--- config.mk ---
export PLATFORM = sky130hd
export DESIGN_NAME = csd_window_decoder
export DESIGN_NICKNAME = d
export VERILOG_FILES = /design/src/rtl/csd_pkg.sv /design/src/rtl/csd_win_match.sv /design/src/rtl/csd_prio_resolve.sv /design/src/rtl/csd_cs_timing.sv /design/src/rtl/csd_window_decoder.sv
export SDC_FILE = /design/constraint.sdc
export NUM_CORES = 1
export LEC_CHECK = 0
export BUFFER_PORTS_ARGS = -buffer_cell sky130_fd_sc_hd__buf_2
export CAP_MARGIN = 20
export CORE_MARGIN = 2
export CORE_UTILIZATION = 60
export DETAILED_ROUTE_END_ITERATION = 8
export GPL_TIMING_DRIVEN = 0
export PLACE_DENSITY_LB_ADDON = 0.15
export RECOVER_POWER = 25
export SLEW_MARGIN = 20
export SYNTH_ARGS = -nofsm -noshare
export SYNTH_HDL_FRONTEND = slang
export SYNTH_HIERARCHICAL = 1
export SYNTH_SLANG_ARGS = --single-unit
--- constraint.sdc ---
create_clock -name clk -period 3.65 [get_ports clk]
set_clock_uncertainty 0.1 [all_clocks]
set_input_delay 0.1825 -clock clk [delete_from_list [all_inputs] [get_ports clk]]
set_output_delay 0.1825 -clock clk [all_outputs]
set_load 0.005 [all_outputs]
--- src/rtl/csd_pkg.sv ---
// Shared constants and types for the window chip-select decoder.
// Assumes exactly four windows arranged as two override groups.
package csd_pkg;
    localparam int NUM_WIN   = 4;
    localparam int NUM_CS    = NUM_WIN + 1;
    localparam int BLK_SHIFT = 12;
    localparam int SZ_W      = 4;
    localparam int IDX_W     = 3;
    localparam int FLD_BASE  = 7;
    localparam logic [IDX_W-1:0] SEL_DEF  = 3'd0;
    localparam logic [IDX_W-1:0] SEL_CTRL = 3'd5;

    typedef struct packed {
        logic pol;
        logic en;
    } rdy_cfg_t;
endpackage

--- src/rtl/csd_win_match.sv ---
// Single-window comparator: flags a hit when the block number agrees with
// the base on every bit from the size exponent upward.
// Assumes the size exponent counts 4 KB granules as a power of two.
module csd_win_match #(
    parameter int BLK_W = 12,
    parameter int SZ_W  = 4
) (
    input  logic             en,
    input  logic [BLK_W-1:0] base,
    input  logic [SZ_W-1:0]  sz,
    input  logic [BLK_W-1:0] blk,
    output logic             hit
);
    logic [BLK_W-1:0] diff;

    // Compare only the bits above the window size.
    always_comb begin
        diff = blk ^ base;
        hit  = en && ((diff >> sz) == '0);
    end
endmodule

--- src/rtl/csd_prio_resolve.sv ---
// Resolves window hits into one configuration index: inside each group the
// higher window wins, and the {4,3} group wins over the {2,1} group.
// Assumes hit bit k belongs to window k+1; index 0 means default.
module csd_prio_resolve
    import csd_pkg::*;
(
    input  logic [NUM_WIN-1:0] hit,
    output logic [IDX_W-1:0]   idx
);
    logic             up_any, lo_any;
    logic [IDX_W-1:0] up_idx, lo_idx;

    // Pick a group winner, then let the upper group override the lower one.
    always_comb begin
        up_any = hit[3] | hit[2];
        lo_any = hit[1] | hit[0];
        up_idx = hit[3] ? 3'd4 : 3'd3;
        lo_idx = hit[1] ? 3'd2 : 3'd1;
        if (up_any)      idx = up_idx;
        else if (lo_any) idx = lo_idx;
        else             idx = 3'd0;
    end
endmodule

--- src/rtl/csd_cs_timing.sv ---
// Chip-select timing stage: passes the rising-edge value straight through in
// early mode, or the value re-registered on the falling edge otherwise.
// Assumes the mode bit is changed only while all selects are idle.
module csd_cs_timing #(
    parameter int W = 5
) (
    input  logic         clk,
    input  logic         rst_n,
    input  logic         early,
    input  logic [W-1:0] cs_rise_n,
    output logic [W-1:0] cs_n
);
    logic [W-1:0] cs_half_n;

    // Delay the selects by half a clock using the falling edge.
    always_ff @(negedge clk) begin
        if (!rst_n) cs_half_n <= '1;
        else        cs_half_n <= cs_rise_n;
    end

    // Choose the output timing.
    always_comb cs_n = early ? cs_rise_n : cs_half_n;
endmodule

--- src/rtl/csd_window_decoder.sv ---
// Top of the window chip-select decoder: holds the window registers, decodes
// the block number at each ALE rise and drives one chip-select per cycle.
// Assumes cyc_end and a new ALE rise never share a clock.
module csd_window_decoder
    import csd_pkg::*;
#(
    parameter int ADDR_W = 24
) (
    input  logic                                  clk,
    input  logic                                  rst_n,
    input  logic                                  wr_en,
    input  logic [IDX_W-1:0]                      wr_sel,
    input  logic [FLD_BASE+ADDR_W-BLK_SHIFT-1:0]  wr_data,
    input  logic                                  ale,
    input  logic                                  cyc_end,
    input  logic [ADDR_W-BLK_SHIFT-1:0]           addr_blk,
    output logic [NUM_CS-1:0]                     cs_n,
    output logic [IDX_W-1:0]                      cfg_idx,
    output logic                                  rdy_en,
    output logic                                  rdy_pol
);
    localparam int BLK_W = ADDR_W - BLK_SHIFT;
    localparam int CFG_W = FLD_BASE + BLK_W;

    logic [NUM_WIN-1:0] win_en;
    logic [BLK_W-1:0]   win_base [NUM_WIN];
    logic [SZ_W-1:0]    win_sz   [NUM_WIN];
    rdy_cfg_t           win_rdy  [NUM_WIN];
    rdy_cfg_t           dflt_rdy;
    logic               early_q;

    logic [NUM_WIN-1:0] hit;
    logic [IDX_W-1:0]   res_idx;
    rdy_cfg_t           res_rdy;
    logic               ale_q, ale_rise, act_q;
    logic [NUM_CS-1:0]  cs_rise_n;
    rdy_cfg_t           rdy_q;

    // Load configuration slots from the write port.
    always_ff @(posedge clk) begin
        if (!rst_n) begin
            win_en   <= '0;
            dflt_rdy <= '0;
            early_q  <= 1'b0;
            for (int k = 0; k < NUM_WIN; k++) begin
                win_base[k] <= '0;
                win_sz[k]   <= '0;
                win_rdy[k]  <= '0;
            end
        end else if (wr_en) begin
            if (wr_sel == SEL_DEF)  dflt_rdy <= '{pol: wr_data[2], en: wr_data[1]};
            if (wr_sel == SEL_CTRL) early_q  <= wr_data[0];
            for (int k = 0; k < NUM_WIN; k++) begin
                if (wr_sel == IDX_W'(k + 1)) begin
                    win_en[k]   <= wr_data[0];
                    win_rdy[k]  <= '{pol: wr_data[2], en: wr_data[1]};
                    win_sz[k]   <= wr_data[6:3];
                    win_base[k] <= wr_data[CFG_W-1:FLD_BASE];
                end
            end
        end
    end

    // One comparator per window.
    for (genvar g = 0; g < NUM_WIN; g++) begin : g_win
        csd_win_match #(.BLK_W(BLK_W), .SZ_W(SZ_W)) u_match (
            .en   (win_en[g]),
            .base (win_base[g]),
            .sz   (win_sz[g]),
            .blk  (addr_blk),
            .hit  (hit[g])
        );
    end

    csd_prio_resolve u_prio (
        .hit (hit),
        .idx (res_idx)
    );

    // Fetch the READY settings of the winning configuration.
    always_comb begin
        res_rdy = dflt_rdy;
        for (int k = 0; k < NUM_WIN; k++)
            if (res_idx == IDX_W'(k + 1)) res_rdy = win_rdy[k];
    end

    assign ale_rise = ale & ~ale_q;

    // Capture the decision at the ALE rise and release it at cycle end.
    always_ff @(posedge clk) begin
        if (!rst_n) begin
            ale_q     <= 1'b0;
            act_q     <= 1'b0;
            cfg_idx   <= '0;
            rdy_q     <= '0;
            cs_rise_n <= '1;
        end else begin
            ale_q <= ale;
            if (ale_rise) begin
                act_q     <= 1'b1;
                cfg_idx   <= res_idx;
                rdy_q     <= res_rdy;
                cs_rise_n <= ~(NUM_CS'(1) << res_idx);
            end else if (cyc_end) begin
                act_q     <= 1'b0;
                cs_rise_n <= '1;
            end
        end
    end

    csd_cs_timing #(.W(NUM_CS)) u_timing (
        .clk       (clk),
        .rst_n     (rst_n),
        .early     (early_q),
        .cs_rise_n (cs_rise_n),
        .cs_n      (cs_n)
    );

    assign rdy_en  = rdy_q.en;
    assign rdy_pol = rdy_q.pol;
endmodule

==> Word level (Yosys, flattened, before mapping) <==
Memories as Yosys holds them, arrays and structs flattened.
Cells that the tools add are included.
{ "word_totals": {"output_inout_bits": 10, "n_memories": 3, "ff_bits": 23, "wordCells": 107, "inputBits": 39, "ram_bits": 72} }
{ "classes": {"reduce_logical": 16, "n_eq_ne": 9, "shift": 5, "n_bitwise": 21, "mux": 40} }
{ "memory_table": {"columns": ["name", "depth", "word_bits", "rd", "rd_ports_with_merged_regs", "write_ports", "line_no", "rtl"], "rows": [
  ["win_base", 4, 12, 4, 0, 4, "csd_window_decoder.sv:26", "logic [BLK_W-1:0] win_base [NUM_WIN];"],
  ["win_sz", 4, 4, 4, 0, 4, "csd_window_decoder.sv:27", "logic [SZ_W-1:0] win_sz [NUM_WIN];"],
  ["win_rdy", 4, 2, 4, 0, 4, "csd_window_decoder.sv:28", "rdy_cfg_t win_rdy [NUM_WIN];"]
]} }
{ "op_table": {"columns": ["cell", "count"], "rows": [
  ["zero test 12 bit", 4],
  ["two-way mux 12 bit", 4],
  [">> shifter 12 x 4 -> 12 bit", 4],
  ["XOR 12 bit", 4],
  ["two-way mux 2 bit", 9],
  ["two-way mux 1 bit", 17],
  ["two-way mux 4 bit", 4],
  ["two-way mux 5 bit", 3],
  ["OR 1 bit", 14],
  ["equality test 3 x 2 -> 1 bit (second input constant)", 4],
  ["AND reduction 2 bit", 6],
  ["equality test 3 bit (second input constant)", 3],
  ["two-way mux 3 bit", 3],
  ["equality test 3 x 1 -> 1 bit (second input constant)", 2],
  ["NOT 5 bit", 1],
  ["left shift 1 x 3 -> 5 bit (first input constant)", 1],
  ["logical AND 1 bit", 4],
  ["zero test 3 bit", 1],
  ["nonzero test 2 bit", 1],
  ["bitwise AND 1 bit", 1],
  ["NOT 1 bit", 1]
]} }

==> Depth between registers and ports, before layout <==
An unclocked memory read counts as a cell.
{ "depth": {"ltp_word": 13, "depth_mapped": 11, "depth_no_buf": 10} }

==> Hierarchy <==
The synthesis kept the hierarchy.
{ "modules_own_cells": {"columns": ["mod", "seq_area_each_um2", "cells_per_inst", "area_per_inst_um2", "instances"], "rows": [
  ["csd_window_decoder", 2522.4, 249, 3560.9, 1],
  ["csd_win_match", 0.0, 32, 236.5, 4],
  ["csd_cs_timing", 100.1, 16, 191.4, 1],
  ["csd_prio_resolve", 0.0, 6, 30.0, 1]
]} }

==> key figures <==
Run status
  • Outcome: finished, violations left
  • Failing checks: max-capacitance violations, max-slew violations

Power
  • Power Density: approximately 420 nW/µm²
  • VDD IR max: 0.294 mV
  • Total Power: 2.22 mW
  • P_leak: 1.95 nW

Logic synthesis
  • Syn_nets: 438
  • Seq cells post-synth: between 90 and 100
  • Post-synth top flop: edfxtp_1
  • Post-synthesis cell type count: 46
  • EDFF count, synth: 72
  • Synthesized area: 4730 µm²
  • FFs w/ async S/R, synth: 0
  • Synth warnings: 6
  • Syn Inst Count: 399
  • Seq/Total Area, Yosys: 0.555
  • Synth Area per Inst: 11.9 µm²

Place
  • Detailed Place HPWL: 7.60 mm
  • IO Port Bufs: 48
  • Gp weighted congestion: 0.900

Cells and area
  • Post-layout net count: 502
  • Fillers: 620
  • Fraction of layout cells with a size suffix above 1: 0.203
  • Commonest non-fill, non-tap cell in the layout: edfxtp_1
  • Most frequent cells in the layout: 72 x edfxtp_1, 47 x buf_2, 40 x xnor2_1
  • # diodes: 0
  • Area Growth Syn to Fin: 11.9%

Timing
  • Final setup vio count: 0
  • Slew @ Worst Pin: 1.87 ns
  • Max-slew violations: 10
  • Normalized max-slew margin: -0.262
  • Hold Vio Cnt, Final: 0
  • Setup_tns: 0 ns
  • RSZ-0062 raised after global routing: no

Clock tree
  • H-tree levels: 3
  • Clock sinks: 95
  • CTS tree: done
  • Post-CTS Setup Inserts: 0
  • CTS buffer count: 9
  • # resized after CTS: 0
  • Clk root buf: clkbuf_8
  • Clock Pin Slew Worst Setup and Hold Paths: 0.10 ns
  • Clk buf depth: 2
  • Worst-Skew Late Latency: about 0.36 ns

Critical path
  • Crit start category: flop
  • Critical R2R Capture: rdy_en
  • Critical path fanouts, max: 1
  • Crit Path Category: reg2out
  • Reg-to-reg slack, setup: 0.68 ns
  • Worst Reg-to-Reg Cells: 10
  • Critical path arrival: slightly below 3 ns
  • Worst EP required: ~3.4 ns
  • CP endpoint kind: primary output
  • FF-to-FF Start: win_base[2][4]

GRT
  • First-pass GRT wire length: between 15 and 20 mm
  • GRT overflow: 0
  • Vias in the first global route: 3190
  • Antenna violations before repair: 0
  • Gr usage total: 0.262
  • Largest net degree at the start of global routing: 19

Floorplanning
  • Io pins: 49
  • # rows: 32
  • Core region area: 7690 µm²
  • Initial core utilization: 0.615
  • Die extent in y: 92.8 µm
  • DIE AREA: 8610 µm²
  • Width of the die: 92.8 µm

Routing
  • DR iter-0 viols: 242
  • DRC: 0
  • Vias/cell: 5.74
  • TritonRoute pass-1 iters: 5
  • WL final: 10.5 mm
  • Final antenna-violating net count: 0
  • DR vias: about 3.3k
  • Mean routed wirelength per cell: 18.5 µm

Min path
  • Worst Hold Class: in2reg
  • Hold EP: win_base[0][5]
  • Hold depth: 2
  • HP Start: wr_data[12]

Job
  • Max_cap viols: 1
## stage by stage
step                std cells  hold slack, ns   util  setup slack [ns]  area (µm²)
finish                    570          0.0244  0.688             0.439        5290
global route              570          0.0353  0.688             0.411        5290
CTS                       570          0.0116  0.693             0.429        5330
detailed placement        549           0.337  0.663             0.747        5100
global placement          549           0.321  0.663             0.787        5100
floorplan                 399           0.204      -             0.989        4730
## metal layers
metal / vias to the layer above / GRT usage / wire length, µm / share of wire
li1: 1564 / - / - / -
met1: 1560 / 0.365 / 4560 / 0.43
met2: 125 / 0.413 / 5020 / 0.48
met3: 21 / 0.0382 / 705 / 0.067
met4: 0 / 0.112 / 236 / 0.022
met5: - / 0 / 0 / 0
## area by class of cell
| type | count | area (µm²) | share of cell area |
|---|---|---|---|
| Clock inverter | 9 | 45.0 | 0.00852 |
| Multi-Input combinational cell | 278 | 1940 | 0.366 |
| Inverter | 7 | 26.3 | 0.00497 |
| Tap cell | 102 | 128 | 0.0241 |
| Buffer | 18 | 109 | 0.0206 |
| Timing Repair Buffer | 49 | 245 | 0.0464 |
| Sequential cell | 95 | 2620 | 0.496 |
| Clock buffer | 12 | 178 | 0.0336 |
## cells in the mapped netlist, types with 2 or more instances
library cell	count	share of area
edfxtp_1	72	0.46
clkbuf_1	9	0.0071
o211ai_1	8	0.013
nor2b_1	2	0.0026
and3_1	18	0.024
and4bb_2	2	0.0053
nor4b_1	2	0.0037
o31ai_1	4	0.0064
xnor2_1	40	0.074
a32oi_1	2	0.0037
a21o_1	4	0.0064
a41oi_1	4	0.0074
inv_1	8	0.0064
and2_1	38	0.050
nor4_1	2	0.0026
mux2i_1	11	0.023
buf_2	3	0.0032
buf_6	5	0.012
nand2_1	16	0.013
mux2_2	6	0.014
mux2_1	5	0.012
dfxtp_1	23	0.097
a21oi_1	11	0.012
xor2_1	8	0.015
nand4b_1	2	0.0037
nor2_1	11	0.0087
a31oi_1	4	0.0053
a211oi_1	4	0.0064
o21ai_0	18	0.019
nor3_1	15	0.016
o32ai_1	2	0.0037
nand2b_1	10	0.013
and2_2	17	0.027
## worst max-delay path: stages (launching register included)
cell and delay, ns:
dfxtp_1 0.28, mux2_1 0.29, buf_2 0.14
## flip-flops by register name (all words and copies together) (netlist names)
register / cells
win_base: 48
win_sz: 16
win_rdy: 8
cs_rise_n: 5
u_timing/cs_half_n: 5
win_en: 4
cfg_idx: 3
dflt_rdy: 2
ale_q: 1
early_q: 1
rdy_en: 1
rdy_pol: 1
## timing repair
| item | 4_1_cts | 5_1_grt |
|---|---|---|
| setup endpoints to repair | 0 | 0 |
| hold endpoints to repair | 1 | 0 |
| hold buffers | 1 | 0 |
## kinds of logic after synthesis
family | after synthesis | share of synthesized area
AND/OR/NAND/NOR | 144 | 0.190
flip-flops | 95 | 0.555
AO/OA/AOI/OAI | 64 | 0.0879
XOR/XNOR | 48 | 0.0889
buffers and inverters | 26 | 0.0294
multiplexers | 22 | 0.0495
## worst max path at each step
stage	from	end	slack [ns]	depth (start not counted)
after floorplan	u_timing/cs_half_n[0]	cs_n[0]	0.99	1
after global placement	win_base[2][4]	rdy_en	0.79	11
after detailed placement	win_base[2][4]	rdy_en	0.75	10
after CTS	u_timing/cs_half_n[0]	cs_n[0]	0.43	2
after global routing	u_timing/cs_half_n[0]	cs_n[0]	0.41	2
final	u_timing/cs_half_n[0]	cs_n[0]	0.44	2
## where the power goes
part / leakage [nW] / switching, mW / total [mW] / internal [mW]
logic: 0.937 / 0.152 / 0.257 / 0.105
clock network: 0.130 / 0.374 / 0.712 / 0.337
registers: 0.883 / 0.0305 / 1.25 / 1.22
Note: power is estimated with default switching activity, not from simulation.
